[src/rtl/init_seq_pkg.sv]
package init_seq_pkg;

    typedef enum logic [2:0] {
        SEQ_HOLD  = 3'd0,
        SEQ_WAIT  = 3'd1,
        SEQ_START = 3'd2,
        SEQ_LOAD  = 3'd3,
        SEQ_READY = 3'd4
    } seq_state_e;

    function automatic int unsigned cnt_width(input int unsigned n);
        return (n > 1) ? $clog2(n) : 1;
    endfunction

endpackage

[src/rtl/iseq_sync.sv]
module iseq_sync #(
    parameter int unsigned STAGES = 2
) (
    input  logic clk,
    input  logic rst_n,
    input  logic async_i,
    output logic sync_o
);
    typedef struct packed {
        logic [STAGES-1:0] chain;
    } sync_regs_t;

    sync_regs_t r_d, r_q;

    always_comb begin
        r_d = r_q;
        r_d.chain[0] = async_i;
        for (int i = 1; i < STAGES; i++) begin
            r_d.chain[i] = r_q.chain[i-1];
        end
        sync_o = r_q.chain[STAGES-1];
    end

    always_ff @(posedge clk or negedge rst_n) begin
        if (!rst_n) r_q <= '0;
        else        r_q <= r_d;
    end
endmodule

[src/rtl/iseq_ms_tick.sv]
module iseq_ms_tick
    import init_seq_pkg::*;
#(
    parameter int unsigned CLK_PER_MS = 50000
) (
    input  logic clk,
    input  logic rst_n,
    input  logic clr_i,
    output logic tick_o
);
    localparam int unsigned W = cnt_width(CLK_PER_MS);
    localparam logic [W-1:0] LAST = W'(CLK_PER_MS - 1);

    typedef struct packed {
        logic [W-1:0] cnt;
    } tick_regs_t;

    tick_regs_t r_d, r_q;

    always_comb begin
        r_d    = r_q;
        tick_o = !clr_i && (r_q.cnt == LAST);
        if (clr_i || tick_o) r_d.cnt = '0;
        else                 r_d.cnt = r_q.cnt + W'(1);
    end

    always_ff @(posedge clk or negedge rst_n) begin
        if (!rst_n) r_q <= '0;
        else        r_q <= r_d;
    end

    generate
        if (CLK_PER_MS > 1) begin : g_spacing

            tick_single_chk: assert property (@(posedge clk) disable iff (!rst_n)
                tick_o |=> !tick_o);
        end
    endgenerate


    tick_restart_chk: assert property (@(posedge clk) disable iff (!rst_n)
        clr_i |=> (r_q.cnt == '0));
endmodule

[src/rtl/iseq_ctrl.sv]
module iseq_ctrl
    import init_seq_pkg::*;
#(
    parameter int unsigned DELAY_MS = 100
) (
    input  logic clk,
    input  logic rst_n,
    input  logic rem_i,
    input  logic tick_i,
    input  logic mode_sw_i,
    input  logic done_i,
    output logic hold_o,
    output logic tg_rst_n_o,
    output logic start_o,
    output logic mode_dual_o,
    output logic ready_o
);
    localparam int unsigned DW = cnt_width(DELAY_MS);
    localparam logic [DW-1:0] DLAST = DW'(DELAY_MS - 1);

    typedef struct packed {
        seq_state_e    state;
        logic [DW-1:0] dly;
        logic          mode;
    } ctrl_regs_t;

    ctrl_regs_t r_d, r_q;

    always_comb begin
        r_d = r_q;
        unique case (r_q.state)
            SEQ_HOLD: begin
                r_d.dly = '0;
                if (!rem_i) r_d.state = SEQ_WAIT;
            end
            SEQ_WAIT: begin
                if (rem_i) begin
                    r_d.state = SEQ_HOLD;
                    r_d.dly   = '0;
                end else if (tick_i) begin
                    if (r_q.dly == DLAST) begin
                        r_d.state = SEQ_START;
                        r_d.dly   = '0;
                        r_d.mode  = mode_sw_i;
                    end else begin
                        r_d.dly = r_q.dly + DW'(1);
                    end
                end
            end
            SEQ_START: r_d.state = rem_i ? SEQ_HOLD : SEQ_LOAD;
            SEQ_LOAD: begin
                if (rem_i)       r_d.state = SEQ_HOLD;
                else if (done_i) r_d.state = SEQ_READY;
            end
            SEQ_READY: if (rem_i) r_d.state = SEQ_HOLD;
            default:   r_d.state = SEQ_HOLD;
        endcase
    end

    always_comb begin
        hold_o      = (r_q.state == SEQ_HOLD);
        tg_rst_n_o  = !hold_o;
        start_o     = (r_q.state == SEQ_START);
        ready_o     = (r_q.state == SEQ_READY);
        mode_dual_o = r_q.mode;
    end

    always_ff @(posedge clk or negedge rst_n) begin
        if (!rst_n) begin
            r_q.state <= SEQ_HOLD;
            r_q.dly   <= '0;
            r_q.mode  <= 1'b0;
        end else begin
            r_q <= r_d;
        end
    end


    start_pulse_chk: assert property (@(posedge clk) disable iff (!rst_n)
        start_o |=> !start_o);

    hold_on_remote_chk: assert property (@(posedge clk) disable iff (!rst_n)
        rem_i |=> !tg_rst_n_o);

    ready_clear_chk: assert property (@(posedge clk) disable iff (!rst_n)
        (rem_i && ready_o) |=> !ready_o);

    mode_hold_chk: assert property (@(posedge clk) disable iff (!rst_n)
        !start_o |-> $stable(mode_dual_o));

    start_cause_chk: assert property (@(posedge clk) disable iff (!rst_n)
        $rose(start_o) |-> $past(tick_i && !rem_i));

    ready_cause_chk: assert property (@(posedge clk) disable iff (!rst_n)
        $rose(ready_o) |-> $past(done_i));

    delay_bound_chk: assert property (@(posedge clk) disable iff (!rst_n)
        r_q.dly <= DLAST);
endmodule

[src/rtl/init_sequencer.sv]
module init_sequencer #(
    parameter int unsigned CLK_PER_MS  = 50000,
    parameter int unsigned DELAY_MS    = 100,
    parameter int unsigned SYNC_STAGES = 2
) (
    input  logic clk,
    input  logic rst_n,
    input  logic remote_rst_i,
    input  logic mode_sw_i,
    input  logic loader_done_i,
    output logic tg_rst_n_o,
    output logic loader_start_o,
    output logic mode_dual_o,
    output logic ready_o,
    output logic ms_tick_o
);
    logic rem_sync;
    logic hold;
    logic tick;

    iseq_sync #(.STAGES(SYNC_STAGES)) u_sync (
        .clk     (clk),
        .rst_n   (rst_n),
        .async_i (remote_rst_i),
        .sync_o  (rem_sync)
    );

    iseq_ms_tick #(.CLK_PER_MS(CLK_PER_MS)) u_tick (
        .clk    (clk),
        .rst_n  (rst_n),
        .clr_i  (hold),
        .tick_o (tick)
    );

    iseq_ctrl #(.DELAY_MS(DELAY_MS)) u_ctrl (
        .clk         (clk),
        .rst_n       (rst_n),
        .rem_i       (rem_sync),
        .tick_i      (tick),
        .mode_sw_i   (mode_sw_i),
        .done_i      (loader_done_i),
        .hold_o      (hold),
        .tg_rst_n_o  (tg_rst_n_o),
        .start_o     (loader_start_o),
        .mode_dual_o (mode_dual_o),
        .ready_o     (ready_o)
    );

    assign ms_tick_o = tick;


    held_quiet_chk: assert property (@(posedge clk) disable iff (!rst_n)
        !tg_rst_n_o |-> (!ready_o && !loader_start_o && !ms_tick_o));
endmodule

[config.mk]
export PLATFORM = sky130hd
export DESIGN_NAME = init_sequencer
export DESIGN_NICKNAME = d
export VERILOG_FILES = /design/src/rtl/init_seq_pkg.sv /design/src/rtl/iseq_sync.sv /design/src/rtl/iseq_ms_tick.sv /design/src/rtl/iseq_ctrl.sv /design/src/rtl/init_sequencer.sv
export SDC_FILE = /design/constraint.sdc
export NUM_CORES = 1
export LEC_CHECK = 0
export ABC_AREA = 1
export BUFFER_PORTS_ARGS = -buffer_cell sky130_fd_sc_hd__buf_2
export CAP_MARGIN = 20
export CORE_ASPECT_RATIO = 0.9
export CORE_MARGIN = 5
export CORE_UTILIZATION = 54
export DETAILED_ROUTE_END_ITERATION = 8
export PLACE_DENSITY_LB_ADDON = 0.2
export SLEW_MARGIN = 10
export SYNTH_ARGS = -nofsm -noshare
export SYNTH_HDL_FRONTEND = slang
export SYNTH_SLANG_ARGS = --single-unit
[constraint.sdc]
create_clock -name clk -period 1.35 [get_ports clk]
set_input_delay 0.135 -clock clk [delete_from_list [all_inputs] [get_ports clk]]
set_output_delay 0.135 -clock clk [all_outputs]
set_load 0.01 [all_outputs]
==> impl_metrics.json <==
{
  "p_leak_nw": 1.18,
  "dr.pass1.iters": 4,
  "cts_sinks": 29,
  "fin_util_pct": 78.0,
  "violations": "negative setup slack",
  "cts_root_buffer": "clkbuf_4",
  "ys.warnings.count": 0,
  "grt_usage_pct": 18.7,
  "syn_area_per_cell_sq_um": 7.54,
  "hold_viol": 0,
  "peakVddDrop_uv": 1120,
  "antenna_found_initial": 0,
  "dp_cells": 304,
  "start_kind": "register",
  "finalNonFillerCells": 336,
  "areaGrowthSynthToFinish_pct": 37.8,
  "grt_util_met3_pct": 5.17,
  "routedWlPerCell_um": 14.0,
  "pin_count": 10,
  "die_y_um": 64.0,
  "finalCriticalPeriod_ps": 1600,
  "hpwl_um": 2780,
  "core-area_sq_um": 3090,
  "num_antenna_cells": 0,
  "syn-instance-count": 232,
  "preCtsSetupSlack_ps": -13.7,
  "seqPwrFrac_pct": 42.2,
  "power_density_nw_per_um2": 975,
  "cts_tree": "built",
  "portBuffers": 9,
  "ys_seq_area_share_pct": 41.5,
  "clk_pin_slew_ps": 100,
  "met2_usage_pct": 27.9,
  "start_util_pct": 56.6,
  "max_freq_mhz": 627,
  "die_x_um": 70.0,
  "status": "complete, but fails checks",
  "worst_slew_pin_slew_ps": 647,
  "rsz0062_at_grt": "yes",
  "ant_nets": 0,
  "p_comb_share_pct": 36.0,
  "dieArea_sq_um": 4480,
  "setup_ws_ps": -245,
  "synth.net_count": 239,
  "slew_headroom_pct": 56.9,
  "wl_um": 4710,
  "top_usage_layer": "met2",
  "drv_cap": 0,
  "syn-cell-area_sq_um": 1750,
  "grt_pass1_vias": 1513,
  "gr-usage-met1_pct": 26.1,
  "vias": 1777,
  "internal_power_w": 0.00147,
  "fin_area_sq_um": 2410,
  "cts_buffer_depth": 2,
  "crit_arrival_ps": 1860,
  "timing.final.crit_share_pct": 118,
  "finalSetupViolCount": 27,
  "ys_types": 25,
  "place_area_sq_um": 2000,
  "drc": 0,
  "grt_pass1_wl_um": 6700,
  "cp-end-kind": "register",
  "p_sw_share_pct": 37.3,
  "cts_made_buffers": 5,
  "worst_hold_path_type": "in -> reg",
  "p_sw_w": 0.000878,
  "slew_violations": 0,
  "nets": 300,
  "finalClockSkew_ps": 6.39,
  "clk_latency_ps": 330,
  "vias_per_cell": 5.29,
  "rows": 19,
  "clockPowerShare_pct": 21.8,
  "h-tree-depth": 2,
  "grt_overflow": 0,
  "grt_max_degree": 30,
  "cp_data_required_time_ps": 1610,
  "gp_congestion": 0.929,
  "drtIter0Drc": 92,
  "ys_ff_latch": 29,
  "drive_gt1_share_pct": 38.8,
  "finalSetupTns_ps": -2570,
  "worstSetupPathType": "reg -> reg",
  "worstPathMaxFanout": 4
}
timing repair:
item / 4_1_cts / 5_1_grt
endpoints found under the setup margin: 12 / 31
pin swaps: 8 / 17
gates cloned: 0 / 1
buffers inserted: 9 / 13
hold buffers: 2 / 0
endpoints found under the hold margin: 30 / 0
resized for setup: 11 / 35
final timing paths:
path | start | to | slack (ps) | depth (start not counted)
max | u_ctrl.r_q[10]$_DFFE_PN0P_ | u_ctrl.r_q[9]$_DFFE_PN0P_ | -250 | 8
min | mode_sw_i | u_ctrl.mode_dual_o$_DFFE_PN0P_ | 80 | 5
max reg2reg | u_ctrl.r_q[10]$_DFFE_PN0P_ | u_ctrl.r_q[9]$_DFFE_PN0P_ | -250 | 8
min reg2reg | u_sync.r_q[0]$_DFF_PN0_ | u_sync.r_q[1]$_DFF_PN0_ | 370 | 0
max in group asynchronous | rst_n | u_tick.r_q[10]$_DFF_PN0_ | 530 | 2
min in group asynchronous | rst_n | u_tick.r_q[13]$_DFF_PN0_ | 360 | 2
worst max-delay path, cell delays in order (launching register included):
cell and delay [ps]:
dfrtp_2 460, nor2_4 170, buf_4 140, nand3_1 120
inv_2 160, nand3_1 180, nand2_1 110, nand3_1 80
nand2_1 110
cell type report:
class                      count  area (sq um)
sequential                    29           729
clock buffer                   5          37.5
fill                         206           679
timing repair buffer          54           405
multi-input combinational    178          1070
clock inverter                 3          17.5
inverter                      25          93.8
tap                           42          52.6
sequential cells by signal, indices dropped and copies added (netlist names):
name,flops
u_ctrl.mode_dual_o,1
u_sync.r_q,2
u_tick.r_q,16
u_ctrl.r_q,10
through the flow:
step / total power, W / hold WS [ps]
after floorplan: 0.00134 / -161
after global placement: 0.00149 / 190
after detailed placement: 0.00150 / 192
after CTS: 0.00204 / 88.9
after global routing: 0.00249 / 120
final: 0.00235 / 84.9
cell usage after synthesis, drive strengths merged:
library cell,number,area share (%)
ha,2,1.4
nor3,8,2.6
buf,1,0.64
o21ai,2,0.57
o21a,1,0.43
nand3b,1,0.43
xnor2,1,0.50
inv,25,5.4
and3,1,0.43
nor4,1,0.36
a21oi,3,0.86
dfrtp,29,41
xor2,8,4.0
nor3b,2,0.86
nor2,53,14
nand4,10,3.6
nand3,21,6.6
nand2,63,16
logic make-up after synthesis:
logic type | Yosys count | synth area share, %
adders and majority gates | 2 | 1.43
buffers and inverters | 26 | 6.01
and+or+nand+nor | 160 | 44.7
DFF | 29 | 41.5
AOI/OAI and AO/OA | 6 | 1.86
xor gates and xnor gates | 9 | 4.51
layer usage:
metal | share of wire [%] | wire [um] | vias up
li1 | - | - | 862
met4 | 3.3 | 157 | 0
met1 | 43 | 2020 | 838
met3 | 6.5 | 304 | 16
met5 | 0 | 0 | -
met2 | 47 | 2230 | 61
placed cells by master, fill, tap and decap left out:
cell type      netlist  routed
nand2_1             56      49
buf_4                0      40
nor2_1              43      35
dfrtp_1             29      26
inv_1               24      19
nand3_1             19      16
nor2_4               5      10
nand4_1             10      10
nand2_2              3       8
nor2_2               5       8
xor2_1               8       8
buf_2                0       8
inv_2                1       6
nand2_4              4       5
clkbuf_4             0       5
nor3_2               1       4
nand3_2              2       4
nor3_1               7       4
buf_6                1       4
a21oi_1              3       3
dfrtp_2              0       3
o21ai_0              2       2
nand2_8              0       2
clkinv_2             0       2
dlygate4sd3_1        0       2
nand3_4              0       1
nand3b_1             1       1
nor3b_1              2       1
o21a_1               1       1
nor3b_2              0       1
and3_2               1       1
xnor2_1              1       1
nor4_1               1       1
ha_1                 2       1
ha_4                 0       1
clkinvlp_4           0       1
power by group through the flow:
stage	sequential [W]	combinational (W)	clock, W
finish	0.000993	0.000847	0.000511
global route	0.000997	0.000913	0.000578
CTS	0.000970	0.000546	0.000520
detailed placement	0.000986	0.000515	0
global placement	0.000984	0.000503	0
floorplan	0.000984	0.000358	0
Note: power is estimated with default switching activity, not from simulation.
